===== src/rtl/dbg_brk_pkg.sv =====
package dbg_brk_pkg;
  typedef enum logic [1:0] {
    BRK_OFF  = 2'd0,
    BRK_STEP = 2'd1,
    BRK_ADDR = 2'd2,
    BRK_RSVD = 2'd3
  } brk_mode_e;
endpackage


===== src/rtl/dbg_trigger.sv =====
module dbg_trigger
  import dbg_brk_pkg::*;
#(
  parameter int PC_W = 20
) (
  input  logic            clk,
  input  logic            rst_n,
  input  logic            set_i,
  input  logic [1:0]      mode_i,
  input  logic [PC_W-1:0] addr_i,
  input  logic            ex_valid_i,
  input  logic [PC_W-1:0] ex_pc_i,
  input  logic            dbg_active_i,
  output logic            entry_o,
  output logic            armed_o
);
  brk_mode_e       mode_q;
  logic [PC_W-1:0] addr_q;

  function automatic logic bp_hit(input brk_mode_e m, input logic [PC_W-1:0] a,
                                  input logic [PC_W-1:0] pc);
    case (m)
      BRK_STEP: bp_hit = 1'b1;
      BRK_ADDR: bp_hit = (pc == a);
      default:  bp_hit = 1'b0;
    endcase
  endfunction

  assign entry_o = ex_valid_i && !dbg_active_i && bp_hit(mode_q, addr_q, ex_pc_i);
  assign armed_o = (mode_q == BRK_STEP) || (mode_q == BRK_ADDR);

  always_ff @(posedge clk) begin
    if (!rst_n) begin
      mode_q <= BRK_OFF;
      addr_q <= '0;
    end else if (entry_o) begin
      mode_q <= BRK_OFF;
    end else if (set_i) begin
      mode_q <= brk_mode_e'(mode_i);
      addr_q <= addr_i;
    end
  end


  property disarm_on_entry_p;
    @(posedge clk) disable iff (!rst_n) entry_o |=> !armed_o;
  endproperty
  disarm_on_entry_chk: assert property (disarm_on_entry_p);


  property masked_in_debug_p;
    @(posedge clk) disable iff (!rst_n) (dbg_active_i && armed_o) |=> armed_o;
  endproperty
  masked_in_debug_chk: assert property (masked_in_debug_p);
endmodule


===== src/rtl/dbg_shadow.sv =====
module dbg_shadow #(
  parameter int              PC_W     = 20,
  parameter int              DATA_W   = 32,
  parameter int              ADDR_W   = 9,
  parameter int              ID_W     = 3,
  parameter logic [PC_W-1:0] VEC_BASE = 20'hFFFC0,
  parameter logic [ADDR_W-1:0] VEC_REG  = 9'h1FE,
  parameter logic [ADDR_W-1:0] SAVE_REG = 9'h1FF
) (
  input  logic              clk,
  input  logic              rst_n,
  input  logic [ID_W-1:0]   core_id_i,
  input  logic              entry_i,
  input  logic [PC_W-1:0]   ret_pc_i,
  input  logic              c_i,
  input  logic              z_i,
  input  logic              dbg_active_i,
  input  logic              wr_en_i,
  input  logic [ADDR_W-1:0] wr_addr_i,
  input  logic [DATA_W-1:0] wr_data_i,
  input  logic [ADDR_W-1:0] rd_addr_i,
  output logic [PC_W-1:0]   vec_o,
  output logic [DATA_W-1:0] save_o,
  output logic              rd_hit_o,
  output logic [DATA_W-1:0] rd_data_o
);
  localparam int C_BIT = DATA_W - 1;
  localparam int Z_BIT = DATA_W - 2;
  localparam int PAD_W = DATA_W - PC_W;

  logic [PC_W-1:0]   vec_q;
  logic [DATA_W-1:0] save_q;
  logic              wr_vec, wr_save;

  function automatic logic [PC_W-1:0] reset_vector(input logic [ID_W-1:0] id);
    reset_vector = VEC_BASE + (PC_W'(id) << 2);
  endfunction

  function automatic logic [DATA_W-1:0] pack_save(input logic c, input logic z,
                                                  input logic [PC_W-1:0] pc);
    logic [DATA_W-1:0] w;
    w        = {{PAD_W{1'b0}}, pc};
    w[C_BIT] = c;
    w[Z_BIT] = z;
    pack_save = w;
  endfunction

  assign wr_vec  = dbg_active_i && wr_en_i && (wr_addr_i == VEC_REG);
  assign wr_save = dbg_active_i && wr_en_i && (wr_addr_i == SAVE_REG);

  always_ff @(posedge clk) begin
    if (!rst_n) begin
      vec_q  <= reset_vector(core_id_i);
      save_q <= '0;
    end else begin
      if (entry_i)      save_q <= pack_save(c_i, z_i, ret_pc_i);
      else if (wr_save) save_q <= wr_data_i;
      if (wr_vec)       vec_q  <= wr_data_i[PC_W-1:0];
    end
  end

  always_comb begin
    rd_hit_o  = 1'b0;
    rd_data_o = '0;
    if (dbg_active_i) begin
      if (rd_addr_i == VEC_REG) begin
        rd_hit_o  = 1'b1;
        rd_data_o = {{PAD_W{1'b0}}, vec_q};
      end else if (rd_addr_i == SAVE_REG) begin
        rd_hit_o  = 1'b1;
        rd_data_o = save_q;
      end
    end
  end

  assign vec_o  = vec_q;
  assign save_o = save_q;


  property save_pack_p;
    @(posedge clk) disable iff (!rst_n)
      entry_i |=> (save_q[C_BIT] == $past(c_i)) && (save_q[Z_BIT] == $past(z_i))
                  && (save_q[PC_W-1:0] == $past(ret_pc_i));
  endproperty
  save_pack_chk: assert property (save_pack_p);


  property vec_frozen_p;
    @(posedge clk) disable iff (!rst_n) !dbg_active_i |=> $stable(vec_q);
  endproperty
  vec_frozen_chk: assert property (vec_frozen_p);
endmodule


===== src/rtl/dbg_seq.sv =====
module dbg_seq #(
  parameter int              PC_W     = 20,
  parameter int              DATA_W   = 32,
  parameter int              ADDR_W   = 9,
  parameter logic [ADDR_W-1:0] SAVE_REG = 9'h1FF
) (
  input  logic              clk,
  input  logic              rst_n,
  input  logic              entry_i,
  input  logic              ex_valid_i,
  input  logic              ex_calli_i,
  input  logic [ADDR_W-1:0] ex_src_i,
  input  logic              ex_wc_i,
  input  logic              ex_wz_i,
  input  logic              ex_c_i,
  input  logic              ex_z_i,
  input  logic [PC_W-1:0]   vec_i,
  input  logic [DATA_W-1:0] save_i,
  output logic              dbg_active_o,
  output logic              exit_o,
  output logic              redir_valid_o,
  output logic [PC_W-1:0]   redir_pc_o,
  output logic              redir_c_o,
  output logic              redir_z_o
);
  logic            active_q, rv_q, rc_q, rz_q;
  logic [PC_W-1:0] rpc_q;

  function automatic logic is_exit(input logic calli, input logic [ADDR_W-1:0] src,
                                   input logic wc, input logic wz);
    is_exit = calli && (src == SAVE_REG) && wc && wz;
  endfunction

  assign exit_o = ex_valid_i && active_q && is_exit(ex_calli_i, ex_src_i, ex_wc_i, ex_wz_i);

  always_ff @(posedge clk) begin
    if (!rst_n) begin
      active_q <= 1'b0;
      rv_q     <= 1'b0;
      rpc_q    <= '0;
      rc_q     <= 1'b0;
      rz_q     <= 1'b0;
    end else begin
      rv_q <= 1'b0;
      if (entry_i) begin
        active_q <= 1'b1;
        rv_q     <= 1'b1;
        rpc_q    <= vec_i;
        rc_q     <= ex_c_i;
        rz_q     <= ex_z_i;
      end else if (exit_o) begin
        active_q <= 1'b0;
        rv_q     <= 1'b1;
        rpc_q    <= save_i[PC_W-1:0];
        rc_q     <= save_i[DATA_W-1];
        rz_q     <= save_i[DATA_W-2];
      end
    end
  end

  assign dbg_active_o  = active_q;
  assign redir_valid_o = rv_q;
  assign redir_pc_o    = rpc_q;
  assign redir_c_o     = rc_q;
  assign redir_z_o     = rz_q;


  property entry_redir_p;
    @(posedge clk) disable iff (!rst_n) entry_i |=> (active_q && rv_q);
  endproperty
  entry_redir_chk: assert property (entry_redir_p);


  property exit_redir_p;
    @(posedge clk) disable iff (!rst_n)
      exit_o |=> (!active_q && rv_q && (rpc_q == $past(save_i[PC_W-1:0])));
  endproperty
  exit_redir_chk: assert property (exit_redir_p);


  property active_rise_p;
    @(posedge clk) disable iff (!rst_n) $rose(active_q) |-> rv_q;
  endproperty
  active_rise_chk: assert property (active_rise_p);
endmodule


===== src/rtl/dbg_brk_ctrl.sv =====
module dbg_brk_ctrl #(
  parameter int              PC_W     = 20,
  parameter int              DATA_W   = 32,
  parameter int              ADDR_W   = 9,
  parameter int              ID_W     = 3,
  parameter logic [PC_W-1:0] VEC_BASE = 20'hFFFC0,
  parameter logic [ADDR_W-1:0] VEC_REG  = 9'h1FE,
  parameter logic [ADDR_W-1:0] SAVE_REG = 9'h1FF
) (
  input  logic              clk,
  input  logic              rst_n,
  input  logic [ID_W-1:0]   core_id,
  input  logic              ex_valid,
  input  logic [PC_W-1:0]   ex_pc,
  input  logic [PC_W-1:0]   ex_next_pc,
  input  logic              ex_c,
  input  logic              ex_z,
  input  logic              ex_calli,
  input  logic [ADDR_W-1:0] ex_src,
  input  logic              ex_wc,
  input  logic              ex_wz,
  input  logic              ex_wr_en,
  input  logic [ADDR_W-1:0] ex_dst,
  input  logic [DATA_W-1:0] ex_wr_data,
  input  logic              brk_set,
  input  logic [1:0]        brk_mode,
  input  logic [PC_W-1:0]   brk_addr,
  input  logic [ADDR_W-1:0] rd_addr,
  output logic              rd_hit,
  output logic [DATA_W-1:0] rd_data,
  output logic              redir_valid,
  output logic [PC_W-1:0]   redir_pc,
  output logic              redir_c,
  output logic              redir_z,
  output logic              dbg_active
);
  logic              entry_ev, exit_ev, armed;
  logic [PC_W-1:0]   vec_w;
  logic [DATA_W-1:0] save_w;

  dbg_trigger #(.PC_W(PC_W)) u_trig (
    .clk, .rst_n,
    .set_i(brk_set), .mode_i(brk_mode), .addr_i(brk_addr),
    .ex_valid_i(ex_valid), .ex_pc_i(ex_pc), .dbg_active_i(dbg_active),
    .entry_o(entry_ev), .armed_o(armed)
  );

  dbg_shadow #(
    .PC_W(PC_W), .DATA_W(DATA_W), .ADDR_W(ADDR_W), .ID_W(ID_W),
    .VEC_BASE(VEC_BASE), .VEC_REG(VEC_REG), .SAVE_REG(SAVE_REG)
  ) u_shadow (
    .clk, .rst_n, .core_id_i(core_id),
    .entry_i(entry_ev), .ret_pc_i(ex_next_pc), .c_i(ex_c), .z_i(ex_z),
    .dbg_active_i(dbg_active),
    .wr_en_i(ex_valid && ex_wr_en), .wr_addr_i(ex_dst), .wr_data_i(ex_wr_data),
    .rd_addr_i(rd_addr), .vec_o(vec_w), .save_o(save_w),
    .rd_hit_o(rd_hit), .rd_data_o(rd_data)
  );

  dbg_seq #(
    .PC_W(PC_W), .DATA_W(DATA_W), .ADDR_W(ADDR_W), .SAVE_REG(SAVE_REG)
  ) u_seq (
    .clk, .rst_n, .entry_i(entry_ev),
    .ex_valid_i(ex_valid), .ex_calli_i(ex_calli), .ex_src_i(ex_src),
    .ex_wc_i(ex_wc), .ex_wz_i(ex_wz), .ex_c_i(ex_c), .ex_z_i(ex_z),
    .vec_i(vec_w), .save_i(save_w),
    .dbg_active_o(dbg_active), .exit_o(exit_ev),
    .redir_valid_o(redir_valid), .redir_pc_o(redir_pc),
    .redir_c_o(redir_c), .redir_z_o(redir_z)
  );


  property no_reentry_p;
    @(posedge clk) disable iff (!rst_n) (dbg_active && !exit_ev) |=> !$rose(redir_valid) || dbg_active;
  endproperty
  no_reentry_chk: assert property (no_reentry_p);


  property armed_cleared_p;
    @(posedge clk) disable iff (!rst_n) $rose(dbg_active) |-> !armed;
  endproperty
  armed_cleared_chk: assert property (armed_cleared_p);
endmodule


===== config.mk =====
export PLATFORM = sky130hd
export DESIGN_NAME = dbg_brk_ctrl
export DESIGN_NICKNAME = d
export VERILOG_FILES = /design/src/rtl/dbg_brk_pkg.sv /design/src/rtl/dbg_trigger.sv /design/src/rtl/dbg_shadow.sv /design/src/rtl/dbg_seq.sv /design/src/rtl/dbg_brk_ctrl.sv
export SDC_FILE = /design/constraint.sdc
export NUM_CORES = 1
export LEC_CHECK = 0
export CORE_UTILIZATION = 44
export DETAILED_ROUTE_END_ITERATION = 12
export PLACE_DENSITY = 0.89
export REMOVE_ABC_BUFFERS = 1
export SETUP_SLACK_MARGIN = 0.5
export SLEW_MARGIN = 25
export SYNTH_ARGS = -nofsm -noshare
export SYNTH_HDL_FRONTEND = slang
export SYNTH_SLANG_ARGS = --single-unit

===== constraint.sdc =====
create_clock -name clk -period 3.2 [get_ports clk]
set_input_delay 0.96 -clock clk [delete_from_list [all_inputs] [get_ports clk]]
set_output_delay 0.96 -clock clk [all_outputs]
set_load 0.02 [all_outputs]

==> results.txt <==
Sink Count: 98
combinational power share: 13.5%
Max VDD drop: 0.243 mV
DRT antenna net count: 0
Routed WL per cell: 19.9 µm
Crit. End Element: primary output
Inserted Diodes: 0
RePlAce Congestion: 0.933
Syn-to-layout area delta: 56.1%
largest net degree at the start of global routing: 41
Distinct cells, synth: 39
Sw Pwr: 0.668 mW
dpl cells: 833
core area: 10900 µm²
Startpoint Class: input pin
global-route wire length before repair: 25500 µm
status: complete, no violations
Die Span X: 108 µm
setup violators final: 0
maximum clock insertion buffer count: 2
# port buffers: 190
yosys warns: 0
DRT iter0 DRCs: 393
number of enable flip-flop cells after synthesis: 20
Final Cell Area: 7780 µm²
crit path kind: in2out
unrepaired setup endpoints after global routing: true
Sequential Power Share: 44.8%
Syn Area/Cell: 9.50 µm²
Slew headroom: 71.3%
initial core utilization: 45.6%
nets: 856
Overall Global Routing Usage: 28.4%
CP Data Required Time: 2.24 ns
std cell rows: 38
Top Ports: 191
Worst Tran Pin Value: 0.420 ns
PwrDens: 385 nW/µm²
Arrival @ worst endpoint: 2.20 ns
Total Neg Setup Slack: 0 ns
worst skew pair latency: 0.35 ns
R2R Setup Slk: 0.76 ns
Final Hold Violating Endpoints: 0
Hold Buf Count CTS: 0
period utilization: 98.9%
Synth Flop Type: dfxtp_1
ratio of cells with drive above 1 in the final layout: 17.8%
post-layout min period: 3.16 ns
#FFs+latches synth: 98
filler-free cell count of the finished design: 865
GRT Residual Overflow: 0
# DRC: 0
Syn Std Cell Area: 4990 µm²
Tightest Hold Check Type: reg2reg
DR pass1 iterations: 5
WL final: 17200 µm
H-tree depth: 3
Seq/Total Area, Yosys: 43.3%
CTS clock-pin slew for the worst setup and hold paths: 0.07 ns
die area: 11800 µm²
vias per cell: 5.84
dpl cell area: 7170 µm²
TritonCTS clock tree: built
post-DP HPWL: 11200 µm
Power Internal: 2.33 mW
Sw Ratio: 22.3%
fin util: 71.2%
Chip Height: 108 µm
vias in the first global route: 5142
clock buffer count from CTS: 9
Leak: 2.95 nW
antenna violations before repair: 0
clock power share: 41.8%
Max Cap Viol: 0
Post-Synthesis Cells: 525
clock skew: 0.0101 ns
CP Max Fanout: 7
Root Driver: clkbuf_16
DR vias: 5055
Pins Over Slew Limit: 0
Async S/R FF share, synth: 0%
fmax: 316 MHz
[cells by family after synthesis]
kind of cell | Yosys count | share of synthesized area (%)
DFF | 98 | 43.3
muxes | 69 | 13.9
xor gates and xnor gates | 20 | 3.51
adders and majority gates | 2 | 0.502
AOI/OAI and AO/OA | 122 | 18.5
buffers and inverters | 54 | 4.79
and+or+nand+nor | 160 | 15.4
[registers in the layout (all words and copies together), names as in the netlist]
signal and count:
u_seq.redir_valid_o 1, u_shadow.save_o 32, u_seq.dbg_active_o 1, u_seq.redir_pc_o 20
u_trig.mode_q 2, u_seq.redir_z_o 1, u_seq.redir_c_o 1, u_shadow.vec_o 20
u_trig.addr_q 20
[synthesized netlist by cell type (3+ instances only)]
library cell	instances	area [µm²]
nand2_1	85	319
dfxtp_1	78	1560
mux2i_1	66	661
clkbuf_1	31	116
nor2_1	22	82.6
a22o_1	20	175
a31o_1	20	175
a31oi_1	20	125
edfxtp_1	20	601
o22ai_1	20	125
nand2b_1	16	100
xnor2_1	16	140
a21oi_1	13	65.1
and3_1	13	81.3
a2111oi_0	11	96.3
buf_2	11	55.1
a2111oi_1	9	90.1
nand4_1	9	56.3
inv_1	5	18.8
a22oi_1	4	30.0
and2_1	4	25.0
xor2_1	4	35.0
buf_1	3	11.3
mux2_2	3	33.8
[per-stage QoR]
stage | hold WS [ns] | total power, mW | worst slack, ns
final | 0.463 | 2.99 | 0.0368
after global routing | 0.480 | 3.08 | 0.0251
after CTS | 0.461 | 2.99 | 0.0968
after detailed placement | 0.448 | 1.76 | -0.897
after global placement | 0.445 | 1.74 | -0.811
after floorplan | 0.427 | 1.49 | -0.632
[power by group through the flow]
stage / registers [mW] / clock network (mW) / logic (mW)
2_1_floorplan: 1.36 / 0 / 0.122
4_1_cts: 1.34 / 1.26 / 0.395
3_3_place_gp: 1.36 / 0 / 0.380
3_5_place_dp: 1.37 / 0 / 0.393
6_report: 1.34 / 1.25 / 0.403
5_1_grt: 1.34 / 1.31 / 0.429
[cell type report]
| cell class | instances | area, µm² |
|---|---|---|
| Timing Repair inverter | 1 | 6.26 |
| Inverter | 5 | 26.3 |
| Multi-Input combinational cell | 373 | 2710 |
| Clock buffer | 12 | 279 |
| Fill cell | 760 | 3150 |
| Timing Repair Buffer | 232 | 2360 |
| Clock inverter | 4 | 70.1 |
| Sequential cell | 98 | 2160 |
| Tap cell | 140 | 175 |
[worst max-delay path, cell delays in order]
cell and delay [ns]:
buf_6 0.07, nand2_2 0.04, or4_4 0.63, inv_8 0.12
and3_1 0.21, buf_4 0.17
[per-layer routing]
metal / track usage, % / routed length (µm) / up-vias
met5: 0 / 0 / -
met4: 15.0 / 622 / 0
met3: 6.15 / 1400 / 52
met2: 49.9 / 8600 / 255
met1: 32.0 / 6570 / 2430
li1: - / - / 2318
[placed cells by master, fill, tap and decap left out, drive strengths merged]
master	n
a221o	1
dfxtp	78
a22oi	4
bufinv	2
inv	6
nand4	9
clkinv	2
xor2	4
nor4	4
nand2b	16
nand3	2
clkdlybuf4s50	146
a31o	20
a21oi	13
buf	84
dlymetal6s2s	1
a211o	1
o22ai	20
nor2	22
a21o	2
nor3	1
a31oi	20
nor3b	1
clkbuf	13
mux2	3
or4	2
xnor2	16
nand2	86
edfxtp	20
and2	4
o21a	1
a22o	20
a2111oi	20
and3	13
mux2i	66
ha	2
[final timing paths]
kind	end	cells past startpoint	from
setup reg to reg	u_seq.redir_pc_o[14]$_SDFFE_PN0P_	10	u_trig.mode_q[0]$_SDFFE_PP0P_
hold / removal	u_shadow.save_o[22]$_SDFFE_PP0N_	2	u_shadow.save_o[22]$_SDFFE_PP0N_
hold reg to reg	u_shadow.save_o[22]$_SDFFE_PP0N_	2	u_shadow.save_o[22]$_SDFFE_PP0N_
setup / recovery	rd_data[28]	6	rd_addr[5]
[timing repair]
item	CTS	global route
buffers inserted	1	12
gates cloned	2	1
endpoints found under the hold margin	0	0
pin swaps	15	7
endpoints found under the setup margin	110	74
gates resized for setup	224	24
Power figures use the tool's default switching activity.
